<file path="config.mk">
export PLATFORM = sky130hd
export DESIGN_NAME = serial_mem_slave
export DESIGN_NICKNAME = d
export VERILOG_FILES = /design/src/rtl/sms_pkg.sv /design/src/rtl/sms_sync.sv /design/src/rtl/sms_bitcnt.sv /design/src/rtl/sms_ptr.sv /design/src/rtl/serial_mem_slave.sv
export SDC_FILE = /design/constraint.sdc
export NUM_CORES = 1
export LEC_CHECK = 0
export CAP_MARGIN = 20
export CORE_UTILIZATION = 41
export DETAILED_ROUTE_END_ITERATION = 16
export PLACE_DENSITY_LB_ADDON = 0.05
export SLEW_MARGIN = 5
export SYNTH_ARGS = -nofsm -noshare
export SYNTH_HDL_FRONTEND = slang
export SYNTH_SLANG_ARGS = --single-unit
</file>
<file path="constraint.sdc">
create_clock -name clk -period 2.5 [get_ports clk]
set_input_delay 0.5 -clock clk [delete_from_list [all_inputs] [get_ports clk]]
set_output_delay 0.5 -clock clk [all_outputs]
set_load 0.01 [all_outputs]
</file>
<file path="src/rtl/sms_pkg.sv">
package sms_pkg;

  typedef enum logic [2:0] {
    PH_IDLE,
    PH_CTRL,
    PH_ADDR,
    PH_WDAT,
    PH_RDAT
  } phase_t;

  // Control byte decode: device code in the high nibble, straps below it.
  function automatic logic ctrl_hit(input logic [7:0] b,
                                    input logic [3:0] code,
                                    input logic [2:0] strap);
    return (b[7:4] == code) && (b[3:1] == strap);
  endfunction

  // Read direction flag carried in the control byte.
  function automatic logic ctrl_is_read(input logic [7:0] b);
    return b[0];
  endfunction

  // Pointer successor, naturally wrapping at the array top.
  function automatic logic [7:0] ptr_next(input logic [7:0] p);
    return p + 8'd1;
  endfunction

endpackage

</file>
<file path="src/rtl/sms_sync.sv">
module sms_sync #(
  parameter int STAGES = 2
) (
  input  logic clk,
  input  logic rst_n,
  input  logic scl_pin,
  input  logic sda_pin,
  output logic scl_s,
  output logic sda_s,
  output logic scl_rise,
  output logic scl_fall,
  output logic start_evt,
  output logic stop_evt
);
  logic [STAGES-1:0] scl_ff;
  logic [STAGES-1:0] sda_ff;
  logic              scl_q;
  logic              sda_q;

  // Idle bus is high, so reset to ones to avoid phantom edges.
  always_ff @(posedge clk or negedge rst_n) begin
    if (!rst_n) begin
      scl_ff <= '1;
      sda_ff <= '1;
      scl_q  <= 1'b1;
      sda_q  <= 1'b1;
    end else begin
      scl_ff <= {scl_ff[STAGES-2:0], scl_pin};
      sda_ff <= {sda_ff[STAGES-2:0], sda_pin};
      scl_q  <= scl_ff[STAGES-1];
      sda_q  <= sda_ff[STAGES-1];
    end
  end

  assign scl_s     = scl_ff[STAGES-1];
  assign sda_s     = sda_ff[STAGES-1];
  assign scl_rise  = scl_s & ~scl_q;
  assign scl_fall  = ~scl_s & scl_q;
  assign start_evt = scl_s & scl_q & sda_q & ~sda_s;
  assign stop_evt  = scl_s & scl_q & ~sda_q & sda_s;

endmodule

</file>
<file path="src/rtl/sms_bitcnt.sv">
module sms_bitcnt #(
  parameter int BITS = 8,
  localparam int CW = $clog2(BITS + 2)
) (
  input  logic          clk,
  input  logic          rst_n,
  input  logic          scl_rise,
  input  logic          scl_fall,
  input  logic          start_evt,
  input  logic          stop_evt,
  input  logic          sda_s,
  output logic [CW-1:0] cnt,
  output logic [BITS-1:0] rx_byte,
  output logic          byte_done,
  output logic          ack_rise
);
  localparam logic [CW-1:0] ACK_SLOT = CW'(BITS);
  localparam logic [CW-1:0] END_SLOT = CW'(BITS + 1);
  localparam logic [CW-1:0] LAST_BIT = CW'(BITS - 1);

  logic [BITS-2:0] shreg;

  // cnt counts clock rises in the frame: 1..BITS after data bits,
  // END_SLOT after the acknowledge rise; the following fall reopens a byte.
  always_ff @(posedge clk or negedge rst_n) begin
    if (!rst_n) begin
      cnt   <= '0;
      shreg <= '0;
    end else if (start_evt || stop_evt) begin
      cnt <= '0;
    end else if (scl_rise) begin
      if (cnt < ACK_SLOT) begin
        shreg <= {shreg[BITS-3:0], sda_s};
        cnt   <= cnt + 1'b1;
      end else if (cnt == ACK_SLOT) begin
        cnt <= END_SLOT;
      end
    end else if (scl_fall && cnt == END_SLOT) begin
      cnt <= '0;
    end
  end

  assign rx_byte   = {shreg, sda_s};
  assign byte_done = scl_rise && (cnt == LAST_BIT);
  assign ack_rise  = scl_rise && (cnt == ACK_SLOT);

endmodule

</file>
<file path="src/rtl/sms_ptr.sv">
module sms_ptr (
  input  logic       clk,
  input  logic       rst_n,
  input  logic       load,
  input  logic [7:0] load_val,
  input  logic       step,
  output logic [7:0] ptr
);
  import sms_pkg::*;

  always_ff @(posedge clk or negedge rst_n) begin
    if (!rst_n)    ptr <= 8'h00;
    else if (load) ptr <= load_val;
    else if (step) ptr <= ptr_next(ptr);
  end

endmodule

</file>
<file path="src/rtl/serial_mem_slave.sv">
module serial_mem_slave #(
  parameter int         SYNC_STAGES = 2,
  parameter logic [3:0] DEV_CODE    = 4'b1010
) (
  input  logic       clk,
  input  logic       rst_n,
  input  logic       scl_in,
  input  logic       sda_in,
  input  logic [2:0] strap_sel,
  output logic       sda_oe,
  output logic [7:0] mem_addr,
  input  logic [7:0] rd_data,
  output logic       wr_strobe,
  output logic [7:0] wr_addr,
  output logic [7:0] wr_data,
  output logic       wr_commit,
  input  logic       wr_busy
);
  import sms_pkg::*;

  localparam int         BITS     = 8;
  localparam int         CW       = $clog2(BITS + 2);
  localparam logic [CW-1:0] ACK_SLOT = CW'(BITS);
  localparam logic [CW-1:0] END_SLOT = CW'(BITS + 1);

  // Named internal events, also watched by the bound checker.
  logic          scl_s, sda_s, scl_rise, scl_fall, start_evt, stop_evt;
  logic [CW-1:0] bit_cnt;
  logic [7:0]    rx_byte;
  logic          byte_done, ack_rise;
  logic          ptr_load, ptr_step, rd_advance;

  phase_t     phase;
  logic       ack_q;     // slave acknowledges the coming slot
  logic       mack;      // master acknowledged the last read byte
  logic       wr_pend;   // data accepted since the write control byte
  logic [7:0] tx;
  logic       drv_val, drv_upd;

  sms_sync #(.STAGES(SYNC_STAGES)) u_sync (
    .clk(clk), .rst_n(rst_n), .scl_pin(scl_in), .sda_pin(sda_in),
    .scl_s(scl_s), .sda_s(sda_s), .scl_rise(scl_rise), .scl_fall(scl_fall),
    .start_evt(start_evt), .stop_evt(stop_evt)
  );

  sms_bitcnt #(.BITS(BITS)) u_cnt (
    .clk(clk), .rst_n(rst_n), .scl_rise(scl_rise), .scl_fall(scl_fall),
    .start_evt(start_evt), .stop_evt(stop_evt), .sda_s(sda_s),
    .cnt(bit_cnt), .rx_byte(rx_byte), .byte_done(byte_done), .ack_rise(ack_rise)
  );

  assign rd_advance = scl_fall && (bit_cnt == END_SLOT) && (phase == PH_RDAT) && mack
                      && !start_evt && !stop_evt;
  assign ptr_load   = byte_done && (phase == PH_ADDR) && !wr_busy;
  assign ptr_step   = (byte_done && (phase == PH_WDAT) && !wr_busy) || rd_advance;

  sms_ptr u_ptr (
    .clk(clk), .rst_n(rst_n), .load(ptr_load), .load_val(rx_byte),
    .step(ptr_step), .ptr(mem_addr)
  );

  always_ff @(posedge clk or negedge rst_n) begin
    if (!rst_n) begin
      phase     <= PH_IDLE;
      ack_q     <= 1'b0;
      mack      <= 1'b0;
      wr_pend   <= 1'b0;
      tx        <= '0;
      drv_val   <= 1'b0;
      drv_upd   <= 1'b0;
      sda_oe    <= 1'b0;
      wr_strobe <= 1'b0;
      wr_addr   <= '0;
      wr_data   <= '0;
      wr_commit <= 1'b0;
    end else begin
      wr_strobe <= 1'b0;
      wr_commit <= 1'b0;
      drv_upd   <= 1'b0;
      if (start_evt) begin
        phase   <= PH_CTRL;
        ack_q   <= 1'b0;
        wr_pend <= 1'b0;
        sda_oe  <= 1'b0;
      end else if (stop_evt) begin
        phase     <= PH_IDLE;
        ack_q     <= 1'b0;
        sda_oe    <= 1'b0;
        wr_commit <= wr_pend;
        wr_pend   <= 1'b0;
      end else begin
        // Line changes one system clock after the detected clock fall.
        if (drv_upd) sda_oe <= drv_val;

        if (byte_done) begin
          case (phase)
            PH_CTRL: begin
              if (ctrl_hit(rx_byte, DEV_CODE, strap_sel) && !wr_busy) begin
                ack_q <= 1'b1;
                mack  <= 1'b1;
                phase <= ctrl_is_read(rx_byte) ? PH_RDAT : PH_ADDR;
              end else begin
                ack_q <= 1'b0;
                phase <= PH_IDLE;
              end
            end
            PH_ADDR: begin
              ack_q <= !wr_busy;
              phase <= wr_busy ? PH_IDLE : PH_WDAT;
            end
            PH_WDAT: begin
              if (!wr_busy) begin
                ack_q     <= 1'b1;
                wr_strobe <= 1'b1;
                wr_addr   <= mem_addr;
                wr_data   <= rx_byte;
                wr_pend   <= 1'b1;
              end else begin
                ack_q <= 1'b0;
                phase <= PH_IDLE;
              end
            end
            default: ack_q <= 1'b0;
          endcase
        end

        if (ack_rise && phase == PH_RDAT) mack <= !sda_s;

        if (scl_fall) begin
          drv_upd <= 1'b1;
          if (bit_cnt == ACK_SLOT) begin
            drv_val <= ack_q && (phase != PH_IDLE);
          end else if (bit_cnt == END_SLOT) begin
            ack_q <= 1'b0;
            if (phase == PH_RDAT && mack) begin
              tx      <= rd_data;
              drv_val <= !rd_data[7];
            end else begin
              drv_val <= 1'b0;
              if (phase == PH_RDAT) phase <= PH_IDLE;
            end
          end else begin
            drv_val <= (phase == PH_RDAT) && !tx[3'd7 - bit_cnt[2:0]];
          end
        end
      end
    end
  end

endmodule

</file>
* After elaboration in Yosys (flattened, before gate mapping)
Cells that the tools add are included.
** Storage, ports and cells
- Input bits :: 16
- Output and inout port bits :: 27
- Word-level logic and storage cells :: 147
- Bits in registers :: 60
** Operators by class
- Reduce and logical (&&, ||, !) cells :: 41
- Bitwise gates (word level) :: 16
- $add $sub $neg :: 3
- Equality and inequality tests :: 11
- Multiplexer cells :: 55
- Magnitude comparators :: 2
** Operators with widths (count)
- 1-bit two-way mux :: 33
- 3-bit two-way mux :: 11
- 4-bit two-way mux :: 5
- 1-bit logical AND :: 17
- 8-bit two-way mux :: 2
- 3-bit nonzero test :: 5
- 4-bit equality test (second input constant) :: 3
- 5-bit AND reduction :: 2
- 1-bit NOT :: 9
- 3-bit one-hot mux with 3 select lines :: 1
- 3-bit AND reduction :: 3
- 8-bit by 1-bit adder with 8-bit output (second input constant) :: 1
- 2-bit nonzero test :: 4
- 1-bit bitwise AND :: 7
- 3-bit by 2-bit equality test with 1-bit output (second input constant) :: 2
- 1-bit logical NOT :: 6
- 6-bit AND reduction :: 1
- 4-bit by 1-bit adder with 4-bit output (second input constant) :: 1
- 4-bit by 3-bit equality test with 1-bit output (second input constant) :: 1
- 3-bit by 4-bit less-than comparator with 1-bit output (second input constant) :: 1
- 4-bit less-than comparator (second input constant) :: 1
- 4-bit != test (second input constant) :: 1
- 1-bit binary-select mux with 3-bit select :: 1
- 3-bit by 1-bit equality test with 1-bit output (second input constant) :: 1
- 8 further kinds :: 9

* Depth between registers and ports, before layout
Gate-level depths: netlist (run 1).
- Word-level depth :: 13
- Depth in mapped cells :: 8
- Depth with buffers taken out :: 7

* Hierarchy
A second synthesis (run 1) with hierarchy kept.
** Unflattened totals
- Cells, all modules :: 222
- Area total of the unflattened synthesis :: 2832.7 µm²
** By module, submodules not included
- serial_mem_slave :: instances 1, sequential area each 875.8 µm², cells an instance 119, area an instance 1640.3 µm²
- sms_bitcnt :: instances 1, sequential area each 275.3 µm², cells an instance 44, area an instance 551.8 µm²
- sms_ptr :: instances 1, sequential area each 200.2 µm², cells an instance 49, area an instance 450.4 µm²
- sms_sync :: instances 1, sequential area each 157.7 µm², cells an instance 10, area an instance 190.2 µm²

* Worst setup path after synthesis (run 1)
No wires, ideal clock.
- Kind :: register to register
- Start point :: register u_cnt.cnt[2]
- End point :: register tx[0]
- Library setup time :: 0.125 ns
- Data required time :: 2.375 ns
- Stages on the path, launching flop included :: 6
- Path buffers :: 1
- Clock period less this slack :: 1.830 ns
- Slack :: 0.670 ns
- Arrival :: 1.705 ns
- Cell sequence :: dfrtp_1 buf_2 or4b_4 and3_4 nand3_2 mux2_2
** Between the ends
- Cells in the longest elaborated chain, start to end :: 3
- Elaborated cells between the ends (all ways) :: 4
- Classes of those cells :: eq/ne: 2; bitwise: 1; reduce/logical: 1
** RTL lines
- from (decl) :: RTL line sms_bitcnt.sv:12 : output logic [CW-1:0] cnt,
- from (signal assigned) :: RTL line sms_bitcnt.sv:34 : cnt <= cnt + 1'b1;
- 4-bit equality test :: RTL line serial_mem_slave.sv:131 : if (bit_cnt == ACK_SLOT) begin
- 1-bit NOT (no source line)
- 6-bit AND reduction (no source line) (*)
- to (signal assigned) :: RTL line serial_mem_slave.sv:136 : tx <= rd_data;
- to (decl) :: RTL line serial_mem_slave.sv:37 : logic [7:0] tx;
Every way passes the cells marked *; elsewhere a longest branch is shown, timed or not.
A chain may end at the register's enable or synchronous reset.

* Final worst setup path (run 1)
- Start point :: register u_cnt.cnt[0]
- End point :: register u_ptr.ptr[7]
** Between the ends
- Cells in the longest elaborated chain, start to end :: 8
- Elaborated cells between the ends (all ways) :: 15
- Classes of those cells :: eq/ne: 2; mux: 1; reduce/logical: 12
** RTL lines
- 4-bit equality test :: RTL line serial_mem_slave.sv:52 : assign rd_advance = scl_fall && (bit_cnt == END_SLOT) && (phase == PH_RDAT) && mack
- 1-bit logical AND (3 in series) :: RTL line serial_mem_slave.sv:52
- 1-bit logical AND (2 in series) :: RTL line serial_mem_slave.sv:53 : && !start_evt && !stop_evt;
- 1-bit logical OR :: RTL line serial_mem_slave.sv:55 : assign ptr_step = (byte_done && (phase == PH_WDAT) && !wr_busy) || rd_advance;
- 2-bit nonzero test (no source line)
- to (signal assigned) :: RTL line sms_ptr.sv:13 : else if (load) ptr <= load_val;
- to (signal assigned) :: RTL line sms_ptr.sv:14 : else if (step) ptr <= ptr_next(ptr);
- to (decl) :: RTL line sms_ptr.sv:7 : output logic [7:0] ptr
Parallel ways exist; a longest one is shown, timed or not.

==> reports/summary.txt, run 1 <==
Crit Path Class -> flop to flop
crit path launch type -> flop
Slew @ Worst Pin -> 0.3914 ns
Power Dens Cells -> 691.0 nW/um2
CTS tree -> done
H-tree levels -> 3
Final TNS setup -> 0 ns
DR pass1 iterations -> 4
fraction of layout cells with a size suffix above 1 -> 27.21%
worst path required time -> 2.70 ns
Synth Flop Type -> dfrtp_1
Die ar. -> 7433 um2
Reg clk slew, reported paths -> 0.07 ns
crit path time final -> 2.102 ns
Synth cell types -> 55
flop2flop setup slack -> 0.40 ns
Vias/cell -> 5.221
Resized Gates After CTS -> 0
leak pwr -> 1.589 nW
Post-Synthesis Cells -> 236
non-filler cells, final -> 390
Synth top cells by count -> dfrtp_1 (54), mux2_2 (24), nor2_1 (19)
Synth Register Bits -> 60
die height -> 86.22 um
GP Congestion -> 0.7251
DRT antenna net count -> 0
first-pass GRT wire length -> 10,200 um
Max IR drop VDD -> 344.3 uV
R2R depth -> 6
Post-CTS Setup Inserts -> 0
worst hold-check path type -> primary input to async pin
Global Route Usage Sum -> 18.17%
vias in the first global route -> 1,969
Mapped Area -> 2908 um2
syn nets -> 255
initial DRC count -> 86
largest net degree at the start of global routing -> 61
R2R Path End -> u_ptr.ptr[7]
sequential fraction of the synthesis area -> 51.89%
area of the multi-input gates -> 1330 um2
# DRC -> 0
crit path capture type -> flop
max cap viols -> 0
Syn. warnings -> 0
Crit Path Max Fanout -> 8
chip width -> 86.22 um
Fin. Hold Viols -> 0
# setup viols final -> 0
clock sink count -> 60
Max-Slew Margin vs Limit -> 73.85%
number of flops mapped to enable cells by yosys -> 0
io pins -> 43
RSZ-0062 raised after global routing -> false
cts bufs inserted -> 9
fillers -> 629
DR WL/cell -> 15.41 um
starting density of the core -> 42.56%
count leader, synth -> dfrtp_1
Routed WL -> 6009 um
worst r2r src -> u_cnt.cnt[0]
fraction of registers with async set/reset -> 100.0%
final worst clock skew -> 0.007898 ns
Post-Syn Area per Cell -> 12.32 um2
leading area contributor after synthesis -> dfrtp_1
status -> finished clean
top cells by area, synth -> dfrtp_1 (46%), mux2_2 (9.3%), dfstp_2 (5.4%)
NumNets Final -> 308
Syn-to-layout area delta -> 25.99%
Congestion Overflow GR -> 0
vias -> 2,036
fin util -> 53.63%
core area -> 6832 um2
crit share post-route -> 84.10%
Root Buffer -> clkbuf_8
latest clock arrival within the worst-skew pair -> 0.33 ns
# diodes -> 0
CTS max path bufs -> 2
FF/Latch Area -> 1509 um2
share of the synthesized area in the top cell type -> 46.47%
Max Freq -> 0.4756 GHz
initial antenna violation count -> 0
crit path DAT -> 2.31 ns
cts-stage hold buffer count -> 0
Post-DP HPWL -> 4094 um
Port Buf Inserts -> 42
placed cells -> 374
Final Max Slew Viols -> 0
site row count -> 30
cells in the final DEF (no fill, tap or decap), drive strengths merged, types with 2 or more instances in the layout:
| cell type | n |
|---|---|
| a211oi | 4 |
| a21oi | 10 |
| a31oi | 3 |
| and3 | 10 |
| and4 | 2 |
| buf | 8 |
| clkbuf | 14 |
| clkdlybuf4s50 | 41 |
| dfrtp | 54 |
| dfstp | 6 |
| ha | 3 |
| inv | 7 |
| mux2 | 32 |
| mux4 | 2 |
| nand2 | 13 |
| nand2b | 5 |
| nand3 | 6 |
| nand4 | 4 |
| nor2 | 19 |
| nor3 | 2 |
| nor3b | 3 |
| nor4 | 2 |
| o21a | 2 |
| o21ai | 9 |
| o221a | 4 |
| o32ai | 3 |
| xnor2 | 3 |
| xor2 | 6 |
critical path: stages, from the launching register on:
cell and delay, ns:
dfrtp_1 0.53, ha_1 0.19, and3b_1 0.29, and4_1 0.43
a21boi_0 0.16, o32ai_1 0.30, a21oi_1 0.07
worst max path at each step:
stage | startpoint | cells past startpoint | endpoint | slack, ns
6_report | u_cnt.cnt[0] | 6 | u_ptr.ptr[7] | 0.40
5_1_grt | u_cnt.cnt[0] | 6 | u_ptr.ptr[7] | 0.29
4_1_cts | u_cnt.cnt[0] | 6 | u_ptr.ptr[7] | 0.41
3_5_place_dp | wr_busy | 5 | wr_addr[0] | 0.14
3_3_place_gp | wr_busy | 5 | wr_data[5] | 0.16
2_1_floorplan | u_cnt.cnt[2] | 5 | tx[0] | 0.67
metal layers:
layer  global-route usage [%]  vias up  wire length [um]
met4                    8.182        0               106
met5                        0        -                 0
li1                         -      979                 -
met2                    26.33       44              2556
met1                    26.36     1003              3085
met3                    3.524       10               261
state kept, by name, summed over array words and instances (netlist names):
register       count
ack_q              1
drv_upd            1
drv_val            1
mack               1
phase              3
sda_oe             1
tx                 8
u_cnt.cnt          4
u_cnt.shreg        7
u_ptr.ptr          8
u_sync.scl_ff      2
u_sync.scl_q       1
u_sync.sda_ff      2
u_sync.sda_q       1
wr_addr            8
wr_commit          1
wr_data            8
wr_pend            1
wr_strobe          1
power breakdown:
part           internal (W)  switching [W]  leakage, nW
sequential          0.00108       0.000153        0.765
combinational      0.000232       0.000195        0.724
clock              0.000515       0.000354        0.101
total               0.00183       0.000702         1.59
layout make-up:
cell class / count / area share, %
multi-input cells: 162 / 36.30
flip-flops and latches: 60 / 41.19
inverters: 7 / 0.7172
repair buffers: 49 / 13.11
clock inverters: 2 / 0.9563
clock buffers: 14 / 4.440
well taps: 96 / 3.279
stage by stage:
stage	cell area, um2	total power (W)	hold WS, ns	worst slack (ns)
after floorplan	2908	0.001508	0.2044	0.6702
after global placement	3466	0.001675	0.3460	0.1567
after detailed placement	3466	0.001683	0.3476	0.1398
after CTS	3664	0.002574	0.1722	0.4108
after global routing	3664	0.002677	0.1847	0.2886
final	3664	0.002532	0.1528	0.3976
cell families (layout without fill, tap and decap cells):
kind of cell | after synthesis | in the layout | share of synthesized area, %
adder cells (fa/ha/maj) | 3 | 3 | 1.291
AO/OA/AOI/OAI | 42 | 42 | 10.41
flip-flops | 60 | 60 | 51.89
AND/OR/NAND/NOR | 73 | 73 | 16.01
multiplexers | 35 | 35 | 15.32
buffers and inverters | 14 | 72 | 2.367
XOR/XNOR | 9 | 9 | 2.711
Power figures use the tool's default switching activity.
==> inputs of run 2 (changes only) <==
clock period = 2.2 ns   (was 2.5 ns; I/O delays follow)
==> reports/summary.txt, run 2 (synthesis results as in run 1) <==
starting density of the core -> 42.56%
Fin Hold WS -> 0.06419 ns
commonest non-fill, non-tap cell in the layout -> dfrtp_1
DR WL/cell -> 15.19 um
Global Route Usage Sum -> 18.21%
Power Dens Cells -> 769.0 nW/um2
Syn-to-layout area delta -> 27.32%
Root Buffer -> clkbuf_8
io pins -> 43
final worst clock skew -> 0.007174 ns
core area -> 6832 um2
crit path DAT -> 2.24 ns
cts bufs inserted -> 9
Congestion Overflow GR -> 0
DRT antenna net count -> 0
latest clock arrival within the worst-skew pair -> 0.33 ns
crit path time final -> 2.035 ns
H-tree levels -> 3
clock sink count -> 60
# DRC -> 0
# diodes -> 0
Fin. Hold Viols -> 0
die height -> 86.22 um
site row count -> 30
vias -> 2,008
first-pass GRT wire length -> 10,180 um
DR pass1 iterations -> 4
placed cells -> 381
worst path required time -> 2.41 ns
vias in the first global route -> 1,923
Worst Setup Slack, final -> 0.1645 ns
non-filler cells, final -> 396
NumNets Final -> 315
chip width -> 86.22 um
Crit Path Class -> flop to flop
Reg clk slew, reported paths -> 0.06 ns
Die ar. -> 7433 um2
GP Congestion -> 0.7885
Max IR drop VDD -> 358.8 uV
Crit Path Max Fanout -> 19
crit share post-route -> 92.52%
leak pwr -> 1.617 nW
fin area -> 3702 um2
fin util -> 54.19%
Vias/cell -> 5.071
status -> finished clean
Max-Slew Margin vs Limit -> 67.64%
Place WS -> -0.1169 ns
Slew @ Worst Pin -> 0.4854 ns
Post-DP HPWL -> 4292 um
Routed WL -> 6014 um
Max Freq -> 0.4913 GHz
Port Buf Inserts -> 42
most frequent cells in the layout -> dfrtp_1 (54), clkdlybuf4s50_1 (41), mux2_2 (24)
Area after DPL -> 3518 um2
Post-CTS Setup Inserts -> 0
Final Max Slew Viols -> 0
initial antenna violation count -> 0
crit path launch type -> flop
# setup viols final -> 0
max cap viols -> 0
worst hold-check path type -> primary input to async pin
CTS max path bufs -> 2
fraction of layout cells with a size suffix above 1 -> 28.67%
Resized Gates After CTS -> 0
largest net degree at the start of global routing -> 41
crit path capture type -> flop
CTS tree -> done
cts-stage hold buffer count -> 0
initial DRC count -> 113
RSZ-0062 raised after global routing -> false
run 2: changes by cell type in the layout (fill, tap and decap cells not counted):
cell      before  now
clkbuf_8      11   10
buf_4          6   13
run 2: area by class of cell:
class	instances	area [um2]
Clock buffer	13	148.9
Clock inverter	2	35.03
Fill cell	652	3129
Inverter	7	26.28
Multi-Input combinational cell	162	1330
Sequential cell	60	1509
Tap cell	96	120.1
Timing Repair Buffer	56	533.0
run 2: final timing paths:
check / endpoint / startpoint / slack [ns] / cells after the start
worst max-delay path: wr_data[6] / u_cnt.cnt[0] / 0.16 / 5
worst min-delay path: wr_addr[2] / rst_n / 0.06 / 1
worst max register to register: wr_data[6] / u_cnt.cnt[0] / 0.16 / 5
worst min register to register: u_sync.scl_ff[1] / u_sync.scl_ff[0] / 0.36 / 0
max in group asynchronous: u_sync.sda_q / rst_n / 1.49 / 2
min in group clk: u_sync.scl_ff[1] / u_sync.scl_ff[0] / 0.36 / 0
run 2: report_power, final:
part,total (W),internal [W],leakage (nW),switching [W]
combinational,0.000512,0.000282,0.759,0.000230
sequential,0.00140,0.00123,0.765,0.000167
clock,0.000937,0.000547,0.0935,0.000390
run 2: metrics by stage:
stage,setup TNS (ns),total power [W]
final,0,0.002847
after global routing,0,0.003016
after CTS,0,0.002883
after detailed placement,-1.796,0.001937
after global placement,-1.727,0.001934
after floorplan,0,0.001714
run 2: metal layers:
layer / part of all wire [%] / vias up / wire length [um] / GRT usage [%]
li1: - / 983 / - / -
met1: 52 / 972 / 3149 / 27.99
met2: 43 / 42 / 2566 / 24.60
met3: 3.3 / 11 / 201 / 3.619
met4: 1.6 / 0 / 98 / 8.030
met5: 0 / - / 0 / 0
run 2: worst max-delay path, stage by stage (launching register included):
cell and delay [ns]:
dfrtp_1 0.43, buf_4 0.17, ha_1 0.27, and4_4 0.34, nand3_4 0.29, mux2_4 0.39
